`src/rtl/rdlp_pkg.sv`:
```
package rdlp_pkg;

  // width of one byte lane on the data bus
  localparam int unsigned LANE_W   = 8;
  // fixed read-mask delay in clocks, independent of the latency code
  localparam int unsigned MASK_LAT = 2;

  // a latency code is usable when it lies inside the supported range
  function automatic logic lat_legal(input int unsigned code,
                                     input int unsigned lo,
                                     input int unsigned hi);
    return (code >= lo) && (code <= hi);
  endfunction

endpackage

```
`src/rtl/rdlp_beat_ctl.sv`:
```
module rdlp_beat_ctl (
  input  logic clk,
  input  logic rst_n,
  input  logic adv,
  input  logic beat_vld,
  input  logic rd_start,
  input  logic halt,
  output logic accept,
  output logic live
);

  logic live_q;
  logic live_d;

  // burst tracking: a start opens it, a gap or terminate closes it
  always_comb begin
    live_d = live_q;
    if (halt) begin
      live_d = 1'b0;
    end else if (rd_start) begin
      live_d = 1'b1;
    end else if (!beat_vld) begin
      live_d = 1'b0;
    end
  end

  always_ff @(posedge clk or negedge rst_n) begin
    if (!rst_n) begin
      live_q <= 1'b0;
    end else if (adv) begin
      live_q <= live_d;
    end
  end

  assign accept = beat_vld & ~halt & (rd_start | live_q);
  assign live   = live_q;

endmodule

```
`src/rtl/rdlp_delay_line.sv`:
```
module rdlp_delay_line #(
  parameter int unsigned W     = 32,
  parameter int unsigned DEPTH = 3
) (
  input  logic                      clk,
  input  logic                      rst_n,
  input  logic                      adv,
  input  logic                      in_vld,
  input  logic [W-1:0]              in_data,
  output logic [DEPTH-1:0]          vld_o,
  output logic [DEPTH-1:0][W-1:0]   data_o
);

  for (genvar i = 0; i < DEPTH; i++) begin : g_stage
    logic         src_vld;
    logic [W-1:0] src_data;
    logic         v_q;
    logic         v_d;
    logic [W-1:0] d_q;
    logic [W-1:0] d_d;
    logic         d_en;

    if (i == 0) begin : g_head
      assign src_vld  = in_vld;
      assign src_data = in_data;
    end else begin : g_tail
      assign src_vld  = vld_o[i-1];
      assign src_data = data_o[i-1];
    end

    always_comb begin
      v_d  = src_vld;
      d_d  = src_data;
      d_en = adv & src_vld;
    end

    always_ff @(posedge clk or negedge rst_n) begin
      if (!rst_n) begin
        v_q <= 1'b0;
      end else if (adv) begin
        v_q <= v_d;
      end
    end

    always_ff @(posedge clk or negedge rst_n) begin
      if (!rst_n) begin
        d_q <= '0;
      end else if (d_en) begin
        d_q <= d_d;
      end
    end

    assign vld_o[i]  = v_q;
    assign data_o[i] = d_q;
  end

endmodule

```
`src/rtl/rdlp_mask_line.sv`:
```
module rdlp_mask_line #(
  parameter int unsigned LANES = 4
) (
  input  logic             clk,
  input  logic             rst_n,
  input  logic             adv,
  input  logic [LANES-1:0] mask_i,
  output logic [LANES-1:0] mask_o
);

  localparam int unsigned STAGES = rdlp_pkg::MASK_LAT;

  logic [STAGES-1:0][LANES-1:0] m_q;

  for (genvar i = 0; i < STAGES; i++) begin : g_mstage
    logic [LANES-1:0] m_d;
    logic [LANES-1:0] m_r;

    if (i == 0) begin : g_head
      assign m_d = mask_i;
    end else begin : g_tail
      assign m_d = m_q[i-1];
    end

    always_ff @(posedge clk or negedge rst_n) begin
      if (!rst_n) begin
        m_r <= '0;
      end else if (adv) begin
        m_r <= m_d;
      end
    end

    assign m_q[i] = m_r;
  end

  assign mask_o = m_q[STAGES-1];

endmodule

```
`src/rtl/rdlp_lat_guard.sv`:
```
module rdlp_lat_guard #(
  parameter int unsigned CODE_W = 3,
  parameter int unsigned MIN_CL = 2,
  parameter int unsigned MAX_CL = 3,
  parameter int unsigned SEL_W  = 2
) (
  input  logic              clk,
  input  logic              rst_n,
  input  logic [CODE_W-1:0] lat_code,
  input  logic              busy,
  output logic [SEL_W-1:0]  sel,
  output logic              lat_err
);

  logic              legal;
  logic [CODE_W-1:0] eff;
  logic [CODE_W-1:0] code_q;
  logic              err_d;
  logic              err_q;

  always_comb begin
    legal = rdlp_pkg::lat_legal(32'(lat_code), MIN_CL, MAX_CL);
    eff   = legal ? lat_code : CODE_W'(MAX_CL);
    // stage 0 captures the word, so the tap sits one below the latency
    sel   = SEL_W'(eff - 1'b1);
    err_d = !legal || (busy && (lat_code != code_q));
  end

  always_ff @(posedge clk or negedge rst_n) begin
    if (!rst_n) begin
      code_q <= CODE_W'(MIN_CL);
      err_q  <= 1'b0;
    end else begin
      code_q <= lat_code;
      err_q  <= err_d;
    end
  end

  assign lat_err = err_q;

endmodule

```
`src/rtl/rd_lat_mask_pipe.sv`:
```
module rd_lat_mask_pipe #(
  parameter int unsigned DQ_W   = 32,
  parameter int unsigned CODE_W = 3,
  parameter int unsigned MIN_CL = 2,
  parameter int unsigned MAX_CL = 3
) (
  input  logic                               clk,
  input  logic                               rst_n,
  input  logic                               clk_en,
  input  logic [CODE_W-1:0]                  lat_code,
  input  logic                               rd_start,
  input  logic                               beat_vld,
  input  logic [DQ_W-1:0]                    beat_data,
  input  logic [DQ_W/rdlp_pkg::LANE_W-1:0]   byte_mask,
  input  logic                               burst_stop,
  input  logic                               pre_cmd,
  output logic [DQ_W-1:0]                    dq_out,
  output logic [DQ_W/rdlp_pkg::LANE_W-1:0]   dq_oe,
  output logic                               lat_err
);

  localparam int unsigned LANE_W = rdlp_pkg::LANE_W;
  localparam int unsigned LANES  = DQ_W / LANE_W;
  localparam int unsigned DEPTH  = MAX_CL;
  localparam int unsigned SEL_W  = (DEPTH > 1) ? $clog2(DEPTH) : 1;

  // reset: asserted at once, released on the clock
  logic [1:0] rst_pipe;
  logic       rst_sync_n;

  always_ff @(posedge clk or negedge rst_n) begin
    if (!rst_n) begin
      rst_pipe <= '0;
    end else begin
      rst_pipe <= {rst_pipe[0], 1'b1};
    end
  end
  assign rst_sync_n = rst_pipe[1];

  // clock enable takes effect one edge after it is sampled
  logic adv;
  always_ff @(posedge clk or negedge rst_sync_n) begin
    if (!rst_sync_n) begin
      adv <= 1'b1;
    end else begin
      adv <= clk_en;
    end
  end

  logic                         halt;
  logic                         accept;
  logic                         live;
  logic [DEPTH-1:0]             st_vld;
  logic [DEPTH-1:0][DQ_W-1:0]   st_data;
  logic [LANES-1:0]             mask_d;
  logic [SEL_W-1:0]             sel;
  logic                         busy;

  assign halt = burst_stop | pre_cmd;
  assign busy = (|st_vld) | live;

  rdlp_beat_ctl u_ctl (
    .clk      (clk),
    .rst_n    (rst_sync_n),
    .adv      (adv),
    .beat_vld (beat_vld),
    .rd_start (rd_start),
    .halt     (halt),
    .accept   (accept),
    .live     (live)
  );

  rdlp_delay_line #(.W(DQ_W), .DEPTH(DEPTH)) u_dly (
    .clk     (clk),
    .rst_n   (rst_sync_n),
    .adv     (adv),
    .in_vld  (accept),
    .in_data (beat_data),
    .vld_o   (st_vld),
    .data_o  (st_data)
  );

  rdlp_mask_line #(.LANES(LANES)) u_msk (
    .clk    (clk),
    .rst_n  (rst_sync_n),
    .adv    (adv),
    .mask_i (byte_mask),
    .mask_o (mask_d)
  );

  rdlp_lat_guard #(
    .CODE_W (CODE_W),
    .MIN_CL (MIN_CL),
    .MAX_CL (MAX_CL),
    .SEL_W  (SEL_W)
  ) u_grd (
    .clk      (clk),
    .rst_n    (rst_sync_n),
    .lat_code (lat_code),
    .busy     (busy),
    .sel      (sel),
    .lat_err  (lat_err)
  );

  logic              tap_vld;
  logic [DQ_W-1:0]   tap_data;

  always_comb begin
    tap_vld  = st_vld[sel];
    tap_data = st_data[sel];
  end

  for (genvar b = 0; b < LANES; b++) begin : g_lane
    assign dq_oe[b] = tap_vld & ~mask_d[b];
    assign dq_out[b*LANE_W +: LANE_W] = dq_oe[b] ? tap_data[b*LANE_W +: LANE_W]
                                                 : {LANE_W{1'b0}};
  end

endmodule

```
`config.mk`:
```
export PLATFORM = sky130hd
export DESIGN_NAME = rd_lat_mask_pipe
export DESIGN_NICKNAME = d
export VERILOG_FILES = /design/src/rtl/rdlp_pkg.sv /design/src/rtl/rdlp_beat_ctl.sv /design/src/rtl/rdlp_delay_line.sv /design/src/rtl/rdlp_mask_line.sv /design/src/rtl/rdlp_lat_guard.sv /design/src/rtl/rd_lat_mask_pipe.sv
export SDC_FILE = /design/constraint.sdc
export NUM_CORES = 1
export LEC_CHECK = 0
export ABC_AREA = 1
export ABC_CLOCK_PERIOD_IN_PS = 3700
export BUFFER_PORTS_ARGS = -buffer_cell sky130_fd_sc_hd__buf_2
export CORE_AREA = 5 5 113 169
export CTS_BUF_LIST = sky130_fd_sc_hd__clkbuf_16
export DETAILED_ROUTE_END_ITERATION = 12
export DIE_AREA = 0 0 118 174
export GPL_ROUTABILITY_DRIVEN = 1
export PLACE_DENSITY = 0.46
export SYNTH_ARGS = -nofsm -noshare
export SYNTH_HDL_FRONTEND = slang
export SYNTH_SLANG_ARGS = --single-unit
export TNS_END_PERCENT = 30
```
`constraint.sdc`:
```
create_clock -name clk -period 3.7 [get_ports clk]
set_input_delay 0 -clock clk [delete_from_list [all_inputs] [get_ports clk]]
set_output_delay 0 -clock clk [all_outputs]
set_load 0.02 [all_outputs]
```
**Word-level counts from Yosys, hierarchy flattened**

Cells that the tools add are included.

- Word-level logic and storage cells: 54
- Register bits: 115
- Output and inout bits: 37
- Input port bits: 46

- Reductions and logical operators: 6
- Equality and inequality tests: 2
- Bitwise gates (word level): 17
- Multiplexer cells: 12
- Add/subtract/negate cells: 1
- Magnitude comparators: 3

Operators by type and width:

| cell | count |
|---|---|
| $bmux 32 s2 | 1 |
| $mux 32 | 1 |
| $mux 8 | 4 |
| $and 1x1->1 | 9 |
| $not 1->1 | 5 |
| $mux 1 | 4 |
| $ge 3x2->1 const B | 1 |
| $le 3x2->1 const B | 1 |
| $lt 2x3->1 const B | 1 |
| $ne 3x2->1 const B | 1 |
| $ne 3x3->1 | 1 |
| $or 1x1->1 | 3 |
| $reduce_or 3->1 | 1 |
| $bmux 1 s2 | 1 |
| $logic_and 1x1->1 | 2 |
| $mux 2 | 1 |
| $reduce_and 2->1 | 1 |
| $sub 2x1->2 const B | 1 |
| $logic_not 1->1 | 1 |
| $logic_or 1x1->1 | 1 |

**Depth between registers and ports, before layout**

- Word-level depth: 8
- Gate-level depth with buffers: 7
- Gate-level depth less buffers: 6

**Modules after synthesis**

A second synthesis with hierarchy kept.

- Cells, all modules: 762
- Area, all modules: 5671.7 µm²

By module, submodules not included:

| module | area an instance (µm²) | cells each | seq. area each (µm²) | instances |
|---|---|---|---|---|
| rdlp_delay_line | 3921.3 | 431 | 2477.4 | 1 |
| rd_lat_mask_pipe | 1206.2 | 266 | 76.3 | 1 |
| rdlp_mask_line | 305.3 | 34 | 200.2 | 1 |
| rdlp_lat_guard | 175.2 | 22 | 101.3 | 1 |
| rdlp_beat_ctl | 63.8 | 9 | 25.0 | 1 |

**Worst setup path before layout**

Ideal clock, no wire load.

- Path kind: reg2reg
- From: register adv
- To: register u_dly.g_stage[0].d_q[31]
- Stages on the path, launching flop included: 7
- Clock period less this slack: 1440 ps
- Setup time: 117 ps
- Arrival: 1323 ps
- Buffers on the path: 2
- Required time: 3583 ps
- Slack: 2260 ps
- Cell sequence: dfstp_2 buf_4 nor3b_4 nand2_2 buf_6 nand2_1 nand2_1

- Cells in the longest elaborated chain, start to end: 1

RTL lines:

| item | RTL line | text |
|---|---|---|
| start, declared | rd_lat_mask_pipe.sv:41 | `logic adv;` |
| start signal, assigned | rd_lat_mask_pipe.sv:46 | `adv <= clk_en;` |
| $and 1x1->1 | rdlp_delay_line.sv:34 | `d_en = adv & src_vld;` |
| end signal, assigned | rdlp_delay_line.sv:47 | `d_q <= '0;` |
| end signal, assigned | rdlp_delay_line.sv:49 | `d_q <= d_d;` |
| end, declared | rdlp_delay_line.sv:19 | `logic [W-1:0] d_q;` |

No other way between the ends.
A chain may end at the register's enable or synchronous reset.

**Worst setup path in the final report**

- From: register adv
- To: register u_ctl.live_q, in the netlist u_ctl.live

- Cells in the longest elaborated chain, start to end: 1

RTL lines:

| item | RTL line | text |
|---|---|---|
| $reduce_and 2->1 (no line) | -- |  |
| end signal, assigned | rdlp_beat_ctl.sv:31 | `live_q <= live_d;` |
| end, declared | rdlp_beat_ctl.sv:12 | `logic live_q;` |

No other way between the ends.

==> results.json <==
{
  "status": "finished clean",
  "clock_latency_ps": 400,
  "layout_cell_share_with_drive_strength_beyond_1": 0.295,
  "rsz_0062_raised_after_global_routing": "false",
  "synthesized_area_per_cell_sq_um": 9.74,
  "route.final.wire_length_um": 12800,
  "core.rowCount": 60,
  "globalplace.congestion": 0.735,
  "core_sq_um": 17600,
  "wl_met1_um": 5690,
  "max-cap-violations": 0,
  "max_slew_margin": 0.269,
  "cts_inserted_buffers": 17,
  "hold_path_class": "in -> reg",
  "grt_pass1_wl_um": 22100,
  "io_pins": 83,
  "path_class": "reg -> reg",
  "die-width_um": 118,
  "clkSlewWorstSetupHoldPaths_ps": 60,
  "initialDrtViolationCount": 172,
  "number_of_sinks_handled_by_clock_tree_synthesis": 115,
  "grt_start_max_net_pins": 58,
  "groute.usage.overall": 0.134,
  "crit_path_max_fanout": 19,
  "cts_root_buf": "sky130_fd_sc_hd__clkbuf_16",
  "first_global_vias": 4239,
  "drcViolationCount": 0,
  "antenna_violating_nets_post_route": 0,
  "met2_wirelength_um": 6570,
  "setup_viol": 0,
  "design.die.area_sq_um": 20500,
  "global_route.overflow_total": 0,
  "synth_cell_types": 21,
  "ys_ff_latch": 115,
  "route.detailed.wl_per_inst_um": 14.4,
  "cts_max_level": 4,
  "met3_wl_um": 424,
  "antenna_violations_before_repair": 0,
  "post-dp-hpwl_um": 8440,
  "synth.yosys.warnings": 0,
  "cellLeakagePower_nw": 3.54,
  "count_of_mapped_cells_out_of_synthesis": 527,
  "endpoint_kind": "register",
  "total_power_per_unit_cell_area_nw_per_um2": 589,
  "post-route-util": 0.391,
  "worst_max_slew_pin_slew_ps": 1100,
  "place.port_buffers": 82,
  "drtPass1Iterations": 4,
  "cts_tree": "yes",
  "final-hold-violation-count": 0,
  "initial_core_util": 0.292,
  "clock_tree.buffer_depth": 2,
  "synth_nets": 573,
  "syn2layout_area_growth_pct": 34.0,
  "via_count": 3949,
  "timing.final.crit_share": 0.723,
  "fin_nets": 708,
  "highest-signal-layer": "met4",
  "timing.critical_path.arrival_ps": 3010,
  "final.min_clock_period_ps": 2680,
  "worst_ir_drop_vdd_v": 0.000276,
  "synth-seq-area-share": 0.561,
  "fin_setup_tns_ps": 0,
  "final-max-slew-violation-count": 0,
  "timing.critical_path.required_ps": 4040,
  "n_antenna_cell": 0,
  "worst_setup_path_start_kind": "register",
  "chipHeight_um": 174,
  "worst_clock_skew_ps": 8.59,
  "post_drt_via_cell_ratio": 4.43,
  "highest_clock_rate_mhz": 374,
  "synthesis.area_sq_um": 5130
}
[metrics by stage]
stage	cells	setup WS [ps]	hold slack (ps)	instance area, sq um	total power [mW]
after global routing	892	816	252	6880	4.30
after detailed placement	805	1390	-213	5720	2.39
final	892	1020	241	6880	4.05
after floorplan	527	263	-296	5130	2.20
after CTS	892	1030	227	6880	4.10
after global placement	805	1450	-215	5720	2.36
[cell usage after synthesis (all sizes together)]
cell type	n	area, sq um
dfrtp	113	2830
nand2	149	567
dfstp	2	52.6
nor3b	1	18.8
clkbuf	7	26.3
xnor2	1	8.76
o21a	1	7.51
buf	19	124
nor2	36	138
nand3	72	380
inv	49	184
a21oi	1	5.00
o21ai	9	45.0
conb	1	3.75
mux2	66	743
[layer usage]
| layer | vias up | GRT usage |
|---|---|---|
| li1 | 1960 | - |
| met1 | 1911 | 0.166 |
| met3 | 11 | 0.0286 |
| met5 | - | 0 |
| met4 | 0 | 0.0464 |
| met2 | 67 | 0.229 |
[what timing repair did]
| item | 4_1_cts | 5_1_grt |
|---|---|---|
| hold buffers | 55 | 0 |
| hold endpoints to repair | 43 | 0 |
| gates resized for setup | 0 | 0 |
| buffers inserted | 0 | 0 |
[cells in the final DEF, fill, tap and decap left out, types with 2 or more instances in the layout]
master	n
sky130_fd_sc_hd__nand3_1	68
sky130_fd_sc_hd__mux2_2	66
sky130_fd_sc_hd__clkinv_4	5
sky130_fd_sc_hd__inv_2	2
sky130_fd_sc_hd__clkinv_2	3
sky130_fd_sc_hd__clkbuf_16	17
sky130_fd_sc_hd__nor2_1	35
sky130_fd_sc_hd__dfrtp_1	112
sky130_fd_sc_hd__nand2_2	3
sky130_fd_sc_hd__dfstp_2	2
sky130_fd_sc_hd__buf_4	4
sky130_fd_sc_hd__nand3_2	4
sky130_fd_sc_hd__bufinv_16	3
sky130_fd_sc_hd__o21ai_0	9
sky130_fd_sc_hd__inv_6	3
sky130_fd_sc_hd__inv_1	47
sky130_fd_sc_hd__nand2_1	146
sky130_fd_sc_hd__dlygate4sd3_1	55
sky130_fd_sc_hd__buf_2	82
[power breakdown]
part           total, mW  internal (mW)  switching, mW
clock network       1.66           1.07          0.591
logic              0.636          0.332          0.304
registers           1.76           1.57          0.189
total               4.05           2.97           1.08
[worst max-delay path, cell delays in order (launching register included)]
cell	delay, ps
sky130_fd_sc_hd__dfstp_2	740
sky130_fd_sc_hd__nor3b_4	590
sky130_fd_sc_hd__nand2_1	90
sky130_fd_sc_hd__dlygate4sd3_1	570
sky130_fd_sc_hd__nand2_1	60
sky130_fd_sc_hd__dlygate4sd3_1	540
[area by class of cell]
type	count	area [sq um]
flip-flops and latches	115	2880
multi-input cells	337	1920
repair buffers	142	1010
well taps	217	272
clock buffers	17	425
fillers	1813	10700
clock inverters	15	183
inverters	49	184
[logic make-up (layout without fill, tap and decap cells)]
kind of cell    count (synthesis)  after routing  synth area share
simple gates                  258            258             0.215
compound gates                 11             11            0.0112
flops                         115            115             0.561
other cells                     1              1          0.000731
buf+inv                        75            223            0.0651
mux                            66             66             0.145
xor+xnor                        1              1           0.00171
[state kept, by name (all words and copies together) (netlist names)]
signal              flops
u_grd.code_q            3
u_msk.g_mstage.m_r      4
rst_pipe                2
u_dly.g_stage.v_q       3
adv                     1
u_grd.lat_err           1
u_msk.mask_o            4
u_ctl.live              1
u_dly.g_stage.d_q      96
[worst paths after layout]
check | start | to | slack [ps] | depth (start not counted)
hold / removal | pre_cmd | u_dly.g_stage[0].d_q[7]$_DFFE_PN0P_ | 240 | 5
min in group asynchronous | rst_pipe[1]$_DFF_PN0_ | u_dly.g_stage[2].d_q[19]$_DFFE_PN0P_ | 390 | 0
setup / recovery | adv$_DFF_PN1_ | u_ctl.live$_DFFE_PN0P_ | 1020 | 5
hold reg to reg | rst_pipe[0]$_DFF_PN0_ | rst_pipe[1]$_DFF_PN0_ | 360 | 0
max in group asynchronous | rst_pipe[1]$_DFF_PN0_ | u_dly.g_stage[2].d_q[8]$_DFFE_PN0P_ | 2500 | 1
setup reg to reg | adv$_DFF_PN1_ | u_ctl.live$_DFFE_PN0P_ | 1020 | 5
Power figures use the tool's default switching activity.
